==> src/rtl/pll_odiv_pkg.sv <==
package pll_odiv_pkg;
  localparam int unsigned DATA_W   = 32;
  localparam int unsigned EN_BIT   = DATA_W - 1;
  localparam int unsigned CTRL_ADR = 0;
  localparam int unsigned STAT_ADR = 1;
  localparam int unsigned DIV_BASE = 2;
endpackage

==> src/rtl/pll_lock_model.sv <==
module pll_lock_model #(
  parameter int unsigned LOCK_CYC = 16
) (
  input  logic clk_i,
  input  logic rst_ni,
  input  logic pd_i,
  output logic lock_o
);
  localparam int unsigned CW = $clog2(LOCK_CYC + 1);

  logic [CW-1:0] cnt_q;
  logic          lk_q;

  always_ff @(posedge clk_i or negedge rst_ni) begin
    if (!rst_ni) begin
      cnt_q <= '0;
      lk_q  <= 1'b0;
    end else if (pd_i) begin
      cnt_q <= '0;
      lk_q  <= 1'b0;
    end else if (!lk_q) begin
      if (cnt_q == CW'(LOCK_CYC - 1)) lk_q <= 1'b1;
      cnt_q <= cnt_q + 1'b1;
    end
  end

  // power-down removes lock without waiting for the counter
  assign lock_o = lk_q & ~pd_i;
endmodule

==> src/rtl/pll_odiv.sv <==
module pll_odiv #(
  parameter int unsigned DIV_W = 8
) (
  input  logic             clk_i,
  input  logic             rst_ni,
  input  logic             wr_i,
  input  logic [DIV_W-1:0] wdiv_i,
  input  logic             wen_i,
  input  logic             lock_i,
  output logic             en_o,
  output logic [DIV_W-1:0] div_o,
  output logic             clk_o
);
  logic             en_q, ph_q, run;
  logic [DIV_W-1:0] div_q, cnt_q, hi_len;

  always_ff @(posedge clk_i or negedge rst_ni) begin
    if (!rst_ni) begin
      en_q  <= 1'b0;
      div_q <= '0;
    end else if (wr_i) begin
      en_q <= wen_i;
      if (!en_q) div_q <= wdiv_i;  // ratio frozen while enabled
    end
  end

  assign run    = en_q & lock_i;
  assign hi_len = (div_q >> 1) + 1'b1;

  always_ff @(posedge clk_i or negedge rst_ni) begin
    if (!rst_ni) begin
      cnt_q <= '0;
      ph_q  <= 1'b0;
    end else if (!run) begin
      cnt_q <= '0;
      ph_q  <= 1'b0;
    end else begin
      cnt_q <= (cnt_q == div_q) ? '0 : cnt_q + 1'b1;
      ph_q  <= (cnt_q < hi_len);
    end
  end

  assign en_o  = en_q;
  assign div_o = div_q;
  assign clk_o = ph_q & run;
endmodule

==> src/rtl/pll_odiv_bank.sv <==
module pll_odiv_bank
  import pll_odiv_pkg::*;
#(
  parameter int unsigned N_DIV    = 4,
  parameter int unsigned DIV_W    = 8,
  parameter int unsigned LOCK_CYC = 16,
  localparam int unsigned ADDR_W  = $clog2(N_DIV + DIV_BASE)
) (
  input  logic              clk_i,
  input  logic              rst_ni,
  input  logic              we_i,
  input  logic [ADDR_W-1:0] addr_i,
  input  logic [DATA_W-1:0] wdata_i,
  output logic [DATA_W-1:0] rdata_o,
  output logic              lock_o,
  output logic [N_DIV-1:0]  div_clk_o
);
  logic                        pd_q;
  logic                        lock;
  logic [N_DIV-1:0]            en_vec;
  logic [N_DIV-1:0][DIV_W-1:0] div_vec;
  logic                        unused_wdata;

  assign unused_wdata = ^wdata_i;

  always_ff @(posedge clk_i or negedge rst_ni) begin
    if (!rst_ni)                                   pd_q <= 1'b1;
    else if (we_i && addr_i == ADDR_W'(CTRL_ADR))  pd_q <= wdata_i[0];
  end

  pll_lock_model #(.LOCK_CYC(LOCK_CYC)) u_lock (
    .clk_i  (clk_i),
    .rst_ni (rst_ni),
    .pd_i   (pd_q),
    .lock_o (lock)
  );

  for (genvar k = 0; k < N_DIV; k++) begin : g_div
    pll_odiv #(.DIV_W(DIV_W)) u_div (
      .clk_i  (clk_i),
      .rst_ni (rst_ni),
      .wr_i   (we_i && addr_i == ADDR_W'(DIV_BASE + k)),
      .wdiv_i (wdata_i[DIV_W-1:0]),
      .wen_i  (wdata_i[EN_BIT]),
      .lock_i (lock),
      .en_o   (en_vec[k]),
      .div_o  (div_vec[k]),
      .clk_o  (div_clk_o[k])
    );
  end

  always_comb begin
    rdata_o = '0;
    if (addr_i == ADDR_W'(CTRL_ADR)) rdata_o[0] = pd_q;
    if (addr_i == ADDR_W'(STAT_ADR)) rdata_o[0] = lock;
    for (int k = 0; k < N_DIV; k++) begin
      if (addr_i == ADDR_W'(DIV_BASE + k)) begin
        rdata_o[DIV_W-1:0] = div_vec[k];
        rdata_o[EN_BIT]    = en_vec[k];
      end
    end
  end

  assign lock_o = lock;
endmodule

==> config.mk <==
export PLATFORM = sky130hd
export DESIGN_NAME = pll_odiv_bank
export DESIGN_NICKNAME = d
export VERILOG_FILES = /design/src/rtl/pll_odiv_pkg.sv /design/src/rtl/pll_lock_model.sv /design/src/rtl/pll_odiv.sv /design/src/rtl/pll_odiv_bank.sv
export SDC_FILE = /design/constraint.sdc
export NUM_CORES = 1
export LEC_CHECK = 0
export ABC_AREA = 1
export BUFFER_PORTS_ARGS = -buffer_cell sky130_fd_sc_hd__buf_2
export CORE_MARGIN = 1
export CORE_UTILIZATION = 56
export CTS_CLUSTER_SIZE = 40
export DETAILED_ROUTE_END_ITERATION = 8
export GPL_ROUTABILITY_DRIVEN = 1
export GPL_TIMING_DRIVEN = 0
export PLACE_DENSITY = 0.78
export SLEW_MARGIN = 20
export SYNTH_ARGS = -nofsm -noshare
export SYNTH_HDL_FRONTEND = slang
export SYNTH_SLANG_ARGS = --single-unit
==> constraint.sdc <==
create_clock -name clk_i -period 1.87 [get_ports clk_i]
set_input_delay 0.0935 -clock clk_i [delete_from_list [all_inputs] [get_ports clk_i]]
set_output_delay 0.0935 -clock clk_i [all_outputs]
set_load 0.01 [all_outputs]
==> flow_summary.ini, run 1 <==
[sta]
slew_headroom_pct = 66.3
setup_slack_ns = 0.0766
holdWs_ns = 0.0174
final_hold_viol_count = 0
timing.final.crit_period_ns = 1.79
finalSetupViolCount = 0
drv_slew = 0
tightest_slew_ns = 0.506
finClkSkew_ns = 0.00586
tns_ns = 0
min_period_over_period_pct = 95.9
rsz0062_at_grt = yes
fmax_ghz = 0.558

[route]
dr.pass1.iters = 4
vias = 4705
antenna_left = 0
routedWlPerCell_microns = 13.4
drc = 0
drtIter0Drc = 225
wirelength_microns = 12500
via_per_inst = 5.04

[cells_and_area]
n_fill_cell = 744
regArea_sq_um = 1990
multi_input_area_sq_um = 3130
syn_to_final_growth_pct = 17.2
final_util_pct = 69.0
fin_nets = 875
diodes = 0
final_layout_size_suffix_gt1_share_pct = 22.6

[synthesis]
yosysSeqAreaShare_pct = 35.7
yosysTopAreaCellShare_pct = 35.2
synth.distinct_cells = 32
syn_area_sq_um = 5540
yosysWarnings = 0
synth_seq_cells = 79
syn_area_per_cell_sq_um = 7.69
syn-instance-count = 720
yosysTopAreaCell = dfrtp_1
synthTopCellsByArea = dfrtp_1 (35%), nand2_1 (13%), ha_1 (8.6%)

[worst_setup_path]
reg2reg_to = g_div[2].u_div.ph_q
rrSetupSlack_ns = 0.08
cpMostUsedCell = nand2_1
worstPathRequired_ns = 2.12
worstPathCellList = ha_4, nand3_2, nor3_2, xor2_1, ha_1, nand2_1, o21a_1, nand2_1, nor2_1
critPathArrivalTime_ns = 2.04
reg2reg_depth = 9
path_max_fanout = 4
critical-path-top-delay-family = simple AND/OR/NAND/NOR gates
cp_slowest_cell = dfrtp_1
start_kind = flip-flop
path_class = flip-flop to flip-flop
cp_num_buf_inv = 0
reg2reg_from = g_div[2].u_div.div_o[2]
max_stage_delay_ns = 0.45
critPathCaptureType = flip-flop

[clock_tree]
cts.sinks = 79
clk_pin_slew_ns = 0.08
cts_root_buf = clkbuf_8
cts_tree = done
htreeDepth = 3
clock_latency_ns = 0.36
cts_buffer_depth = 2
cts_buffers = 9

[floorplan]
ioPinCount = 75
initial_core_util_pct = 58.8
core_area_sq_um = 9420
dieArea_sq_um = 10300
die_x_microns = 101
die_h_microns = 101
rows = 35

[grt]
antenna_found_initial = 0
grt_overflow_total = 0
grt_pass1_wl_microns = 20300
grt_pass1_vias = 4526
grt_max_degree = 44
grt_use_total_pct = 25.8

[power]
p_seq_share_pct = 41.3
switching_share_pct = 36.7
power.net_switching_uw = 2060
pwr_density_cell_nw_per_um2 = 865
peakVddDrop_mv = 0.391
clockPowerShare_pct = 24.6
leakagePower_uw = 0.00327
p_comb_share_pct = 34.0
p_int_uw = 3550

[min_path]
hp-start = wdata_i[31]
hold_path_class = primary input to flip-flop
holdPathEnd = g_div[3].u_div.en_o
worstHoldPathCells = 3

[status]
status = completed

[flow_run]
cap_viol_max_count = 0

[placed_design]
gp_congestion = 0.836
hpwl_microns = 9350
place_ws_ns = -0.0441
numPortBuffers = 28
-- area by class of cell --
cell class	instances	share of cell area, %
clock inverters	7	1.35
repair buffers	46	4.82
clock buffers	9	1.91
plain buffers	37	4.51
inverters	105	6.11
well taps	129	2.49
flip-flops and latches	79	30.6
multi-input cells	521	48.2
-- logic make-up after synthesis --
| family | Yosys count | synth area share (%) |
|---|---|---|
| and+or+nand+nor | 330 | 25.3 |
| buffers and inverters | 142 | 12.2 |
| DFF | 79 | 35.7 |
| AOI/OAI and AO/OA | 74 | 9.26 |
| xor gates and xnor gates | 56 | 8.85 |
| adders and majority gates | 38 | 8.58 |
| other | 1 | 0.0677 |
-- how the worst max path moves through the flow --
| stage | cells past startpoint | from | to |
|---|---|---|---|
| final | 9 | g_div[2].u_div.div_o[2] | g_div[2].u_div.ph_q |
| after global routing | 9 | g_div[2].u_div.div_o[2] | g_div[2].u_div.ph_q |
| after CTS | 9 | g_div[1].u_div.div_o[2] | g_div[1].u_div.ph_q |
| after detailed placement | 10 | g_div[3].u_div.div_o[1] | g_div[3].u_div.ph_q |
| after global placement | 9 | g_div[1].u_div.div_o[1] | g_div[1].u_div.ph_q |
| after floorplan | 9 | g_div[3].u_div.div_o[1] | g_div[3].u_div.ph_q |
-- per-layer routing --
layer / global-route usage, % / routed length (microns) / vias to the layer above
met5: 0 / 0 / -
met1: 30.9 / 5300 / 2218
met4: 9.81 / 304 / 0
li1: - / - / 2363
met3: 3.93 / 498 / 26
met2: 46.6 / 6360 / 98
-- tightest hold or removal path, cell delays in order --
cell and delay (ns):
buf_2 0.12, nand2_1 0.06, o21ai_0 0.07
-- cells in the mapped netlist --
master,n
a21oi_1,16
buf_2,3
buf_4,27
buf_6,4
clkbuf_2,3
conb_1,1
dfrtp_1,78
dfstp_2,1
ha_1,38
inv_1,97
inv_2,7
inv_4,1
nand2_1,197
nand2_2,7
nand2_4,4
nand3_1,25
nand3_2,3
nand4_1,7
nor2_1,75
nor2_2,1
nor2_4,3
nor2_8,1
nor3_1,7
o2111ai_1,6
o21a_1,5
o21ai_0,11
o21ai_1,7
o21ai_2,26
o221ai_1,2
o31ai_1,1
xnor2_1,35
xor2_1,21
-- through the flow --
stage / instances / power (uW) / instance area, sq um
final: 933 / 5620 / 6490
after global routing: 933 / 6020 / 6490
after CTS: 925 / 5410 / 6260
after detailed placement: 900 / 4000 / 5950
after global placement: 899 / 3890 / 5920
after floorplan: 742 / 3540 / 5620
-- power groups by stage --
| stage | registers, uW | logic (uW) | clock network, uW |
|---|---|---|---|
| after floorplan | 2230 | 1310 | 0 |
| after detailed placement | 2310 | 1690 | 0 |
| final | 2320 | 1910 | 1380 |
| after global placement | 2300 | 1590 | 0 |
| after global routing | 2360 | 2180 | 1480 |
| after CTS | 2280 | 1720 | 1410 |
-- what timing repair did --
item                                    in CTS  in global routing
pin swaps                                    0                  9
buffers inserted                             0                  8
endpoints found under the setup margin       6                  7
hold buffers                                 9                  0
endpoints found under the hold margin       43                  0
resized for setup                            5                 47
-- state kept, by name (all words and copies together) (netlist names) --
name,cells
g_div.u_div.cnt_q,32
g_div.u_div.div_o,32
u_lock.cnt_q,5
g_div.u_div.en_o,4
g_div.u_div.ph_q,4
pd_q,1
u_lock.lk_q,1
-- cells in the final DEF, fill, tap and decap left out, types with 10 or more instances in the layout --
| master | synthesis | final |
|---|---|---|
| a21oi_1 | 16 | 12 |
| buf_2 | 3 | 30 |
| buf_4 | 27 | 36 |
| conb_1 | 1 | 23 |
| dfrtp_1 | 78 | 70 |
| ha_1 | 38 | 33 |
| inv_1 | 97 | 97 |
| nand2_1 | 197 | 193 |
| nand2_2 | 7 | 10 |
| nand3_1 | 25 | 19 |
| nor2_1 | 75 | 68 |
| o21ai_0 | 11 | 11 |
| o21ai_2 | 26 | 26 |
| xnor2_1 | 35 | 35 |
| xor2_1 | 21 | 21 |
Note: power is estimated with default switching activity, not from simulation.
==> run 2: changes to the inputs <==
==> constraint.sdc (replaced) <==
create_clock -name clk_i -period 1.87 [get_ports clk_i]
set_input_delay 0.374 -clock clk_i [delete_from_list [all_inputs] [get_ports clk_i]]
set_output_delay 0.374 -clock clk_i [all_outputs]
set_load 0.01 [all_outputs]
==> run 2 against run 1 <==
Core utilization is 0.16 points higher. Setup slack worse by 0.084 ns. Critical path type is now flip-flop to primary output. The run now ends with negative setup slack left. Global-route usage decreased by 0.052 points. Die area did not move. Flip-flop and latch count unchanged. Count of clock-buffer cells in the layout is the same. Hold slack improved by 0.21 ns.
==> flow_summary.ini, run 2 (synthesis gave the netlist of run 1 again) <==
[status]
status = finished, violations left
violations = negative setup slack

[power]
leakagePower_uw = 0.00329
clockPowerShare_pct = 24.6
p_total_uw = 5650
power.net_switching_uw = 2080
p_comb_share_pct = 34.4
peakVddDrop_mv = 0.450
p_seq_share_pct = 41.0
p_int_uw = 3570
switching_share_pct = 36.9
pwr_density_cell_nw_per_um2 = 868

[clock_tree]
cts_buffer_depth = 2
cts.sinks = 79
clock_latency_ns = 0.36
cts_root_buf = clkbuf_8
cts_tree = done
clk_pin_slew_ns = 0.08
htreeDepth = 3
cts_buffers = 9

[route]
vias = 4735
drc = 0
drtIter0Drc = 184
via_per_inst = 5.06
wirelength_microns = 12500
antenna_left = 0
dr.pass1.iters = 5
routedWlPerCell_microns = 13.3

[worst_setup_path]
path_max_fanout = 7
critPathArrivalTime_ns = 1.50
path_depth = 7
reg2reg_from = g_div[3].u_div.div_o[1]
path_class = flip-flop to primary output
worstSetupEndpoint = div_clk_o[2]
cp_slowest_cell = dfstp_2
start_kind = flip-flop
reg2reg_depth = 10
max_stage_delay_ns = 0.57
worstPathCellList = inv_4, nand2_8, inv_2, nand2_4, nor2_1, buf_4, buf_2
crit_start = pd_q
cp_num_buf_inv = 4
reg2reg_to = g_div[3].u_div.ph_q
worstPathRequired_ns = 1.50
critPathCaptureType = primary output
rrSetupSlack_ns = 0.09
critical-path-top-delay-family = flip-flops

[sta]
final_hold_viol_count = 0
drv_slew = 0
fmax_ghz = 0.533
slew_headroom_pct = 66.1
finClkSkew_ns = 0.00727
setup_slack_ns = -0.00737
tightest_slew_ns = 0.508
min_period_over_period_pct = 100
timing.final.crit_period_ns = 1.88
rsz0062_at_grt = yes
finalSetupViolCount = 2

[floorplan]
rows = 35
core_area_sq_um = 9420
initial_core_util_pct = 58.8
die_x_microns = 101
die_h_microns = 101
dieArea_sq_um = 10300
ioPinCount = 75

[cells_and_area]
fin_nets = 878
final_cells = 936
final_layout_size_suffix_gt1_share_pct = 25.0
final_cell_mix = nand2_1 (193), inv_1 (91), dfrtp_1 (67)
final_common_cell = nand2_1
final_area_sq_um = 6510
diodes = 0
syn_to_final_growth_pct = 17.5
final_util_pct = 69.1

[placed_design]
dpl_cell_area_sq_um = 5950
placedCellCount = 900
gp_congestion = 0.836
numPortBuffers = 28
hpwl_microns = 9350

[grt]
grt_use_total_pct = 25.7
grt_overflow_total = 0
antenna_found_initial = 0
grt_max_degree = 44
grt_pass1_wl_microns = 20300
grt_pass1_vias = 4519

[flow_run]
cap_viol_max_count = 0

[min_path]
hold_path_class = primary input to flip-flop
run 2: changes by cell type in the layout (fill, tap and decap cells not counted), sizes merged:
cell         previous run  this run
clkbuf                 10        11
dlygate4sd3             9         1
buf                    73        83
run 2: worst min path at each step:
stage                    start                      end  slack (ns)  cells past startpoint
2_1_floorplan           rst_ni  g_div[0].u_div.cnt_q[0]        0.08                      0
3_3_place_gp   u_lock.cnt_q[4]          u_lock.cnt_q[4]        0.47                      2
3_5_place_dp            rst_ni  g_div[2].u_div.cnt_q[5]        0.37                      1
4_1_cts             wdata_i[6]  g_div[2].u_div.div_o[6]        0.23                      3
5_1_grt             wdata_i[6]  g_div[2].u_div.div_o[6]        0.24                      3
6_report            wdata_i[6]  g_div[2].u_div.div_o[6]        0.23                      3
run 2: repair_timing:
| action | in CTS | in global routing |
|---|---|---|
| buffers inserted | 6 | 13 |
| endpoints found under the setup margin | 8 | 12 |
| hold buffers | 1 | 0 |
| pin swaps | 2 | 9 |
| hold endpoints to repair | 26 | 0 |
| gates resized for setup | 17 | 48 |
run 2: worst register-to-register path, delay by kind of cell, from the launching register on:
kind / cells / cell delay [ns]
and+or+nand+nor: 7 / 0.65
adders and majority gates: 2 / 0.51
DFF: 1 / 0.43
xor gates and xnor gates: 1 / 0.10
run 2: layout make-up:
type                    count  area (sq um)
multi-input cells         521          3130
clock buffers               9           124
well taps                 129           161
plain buffers              37           289
inverters                 105           399
fillers                   729          2910
clock inverters             7          87.6
repair buffers             49           325
flip-flops and latches     79          1990
run 2: metrics by stage:
step / setup TNS (ns) / setup WS (ns) / hold slack [ns]
2_1_floorplan: 0 / 0.217 / 0.0784
3_3_place_gp: -13.16 / -0.173 / 0.469
3_5_place_dp: -0.0441 / -0.0441 / 0.374
4_1_cts: -0.0598 / -0.0234 / 0.234
5_1_grt: -0.431 / -0.0749 / 0.245
6_report: -0.0143 / -0.00737 / 0.232
run 2: power by group through the flow:
stage | combinational (uW) | clock (uW) | sequential (uW)
3_5_place_dp | 1690 | 0 | 2310
2_1_floorplan | 1310 | 0 | 2230
4_1_cts | 1740 | 1410 | 2290
6_report | 1940 | 1390 | 2320
3_3_place_gp | 1590 | 0 | 2300
5_1_grt | 2210 | 1470 | 2350
run 2: per-layer routing:
layer / track usage, % / wire (microns) / part of all wire, %
met5: 0 / 0 / 0
met4: 10.7 / 292 / 2.3
met3: 4.00 / 504 / 4.0
met2: 46.1 / 6320 / 51
met1: 30.7 / 5350 / 43
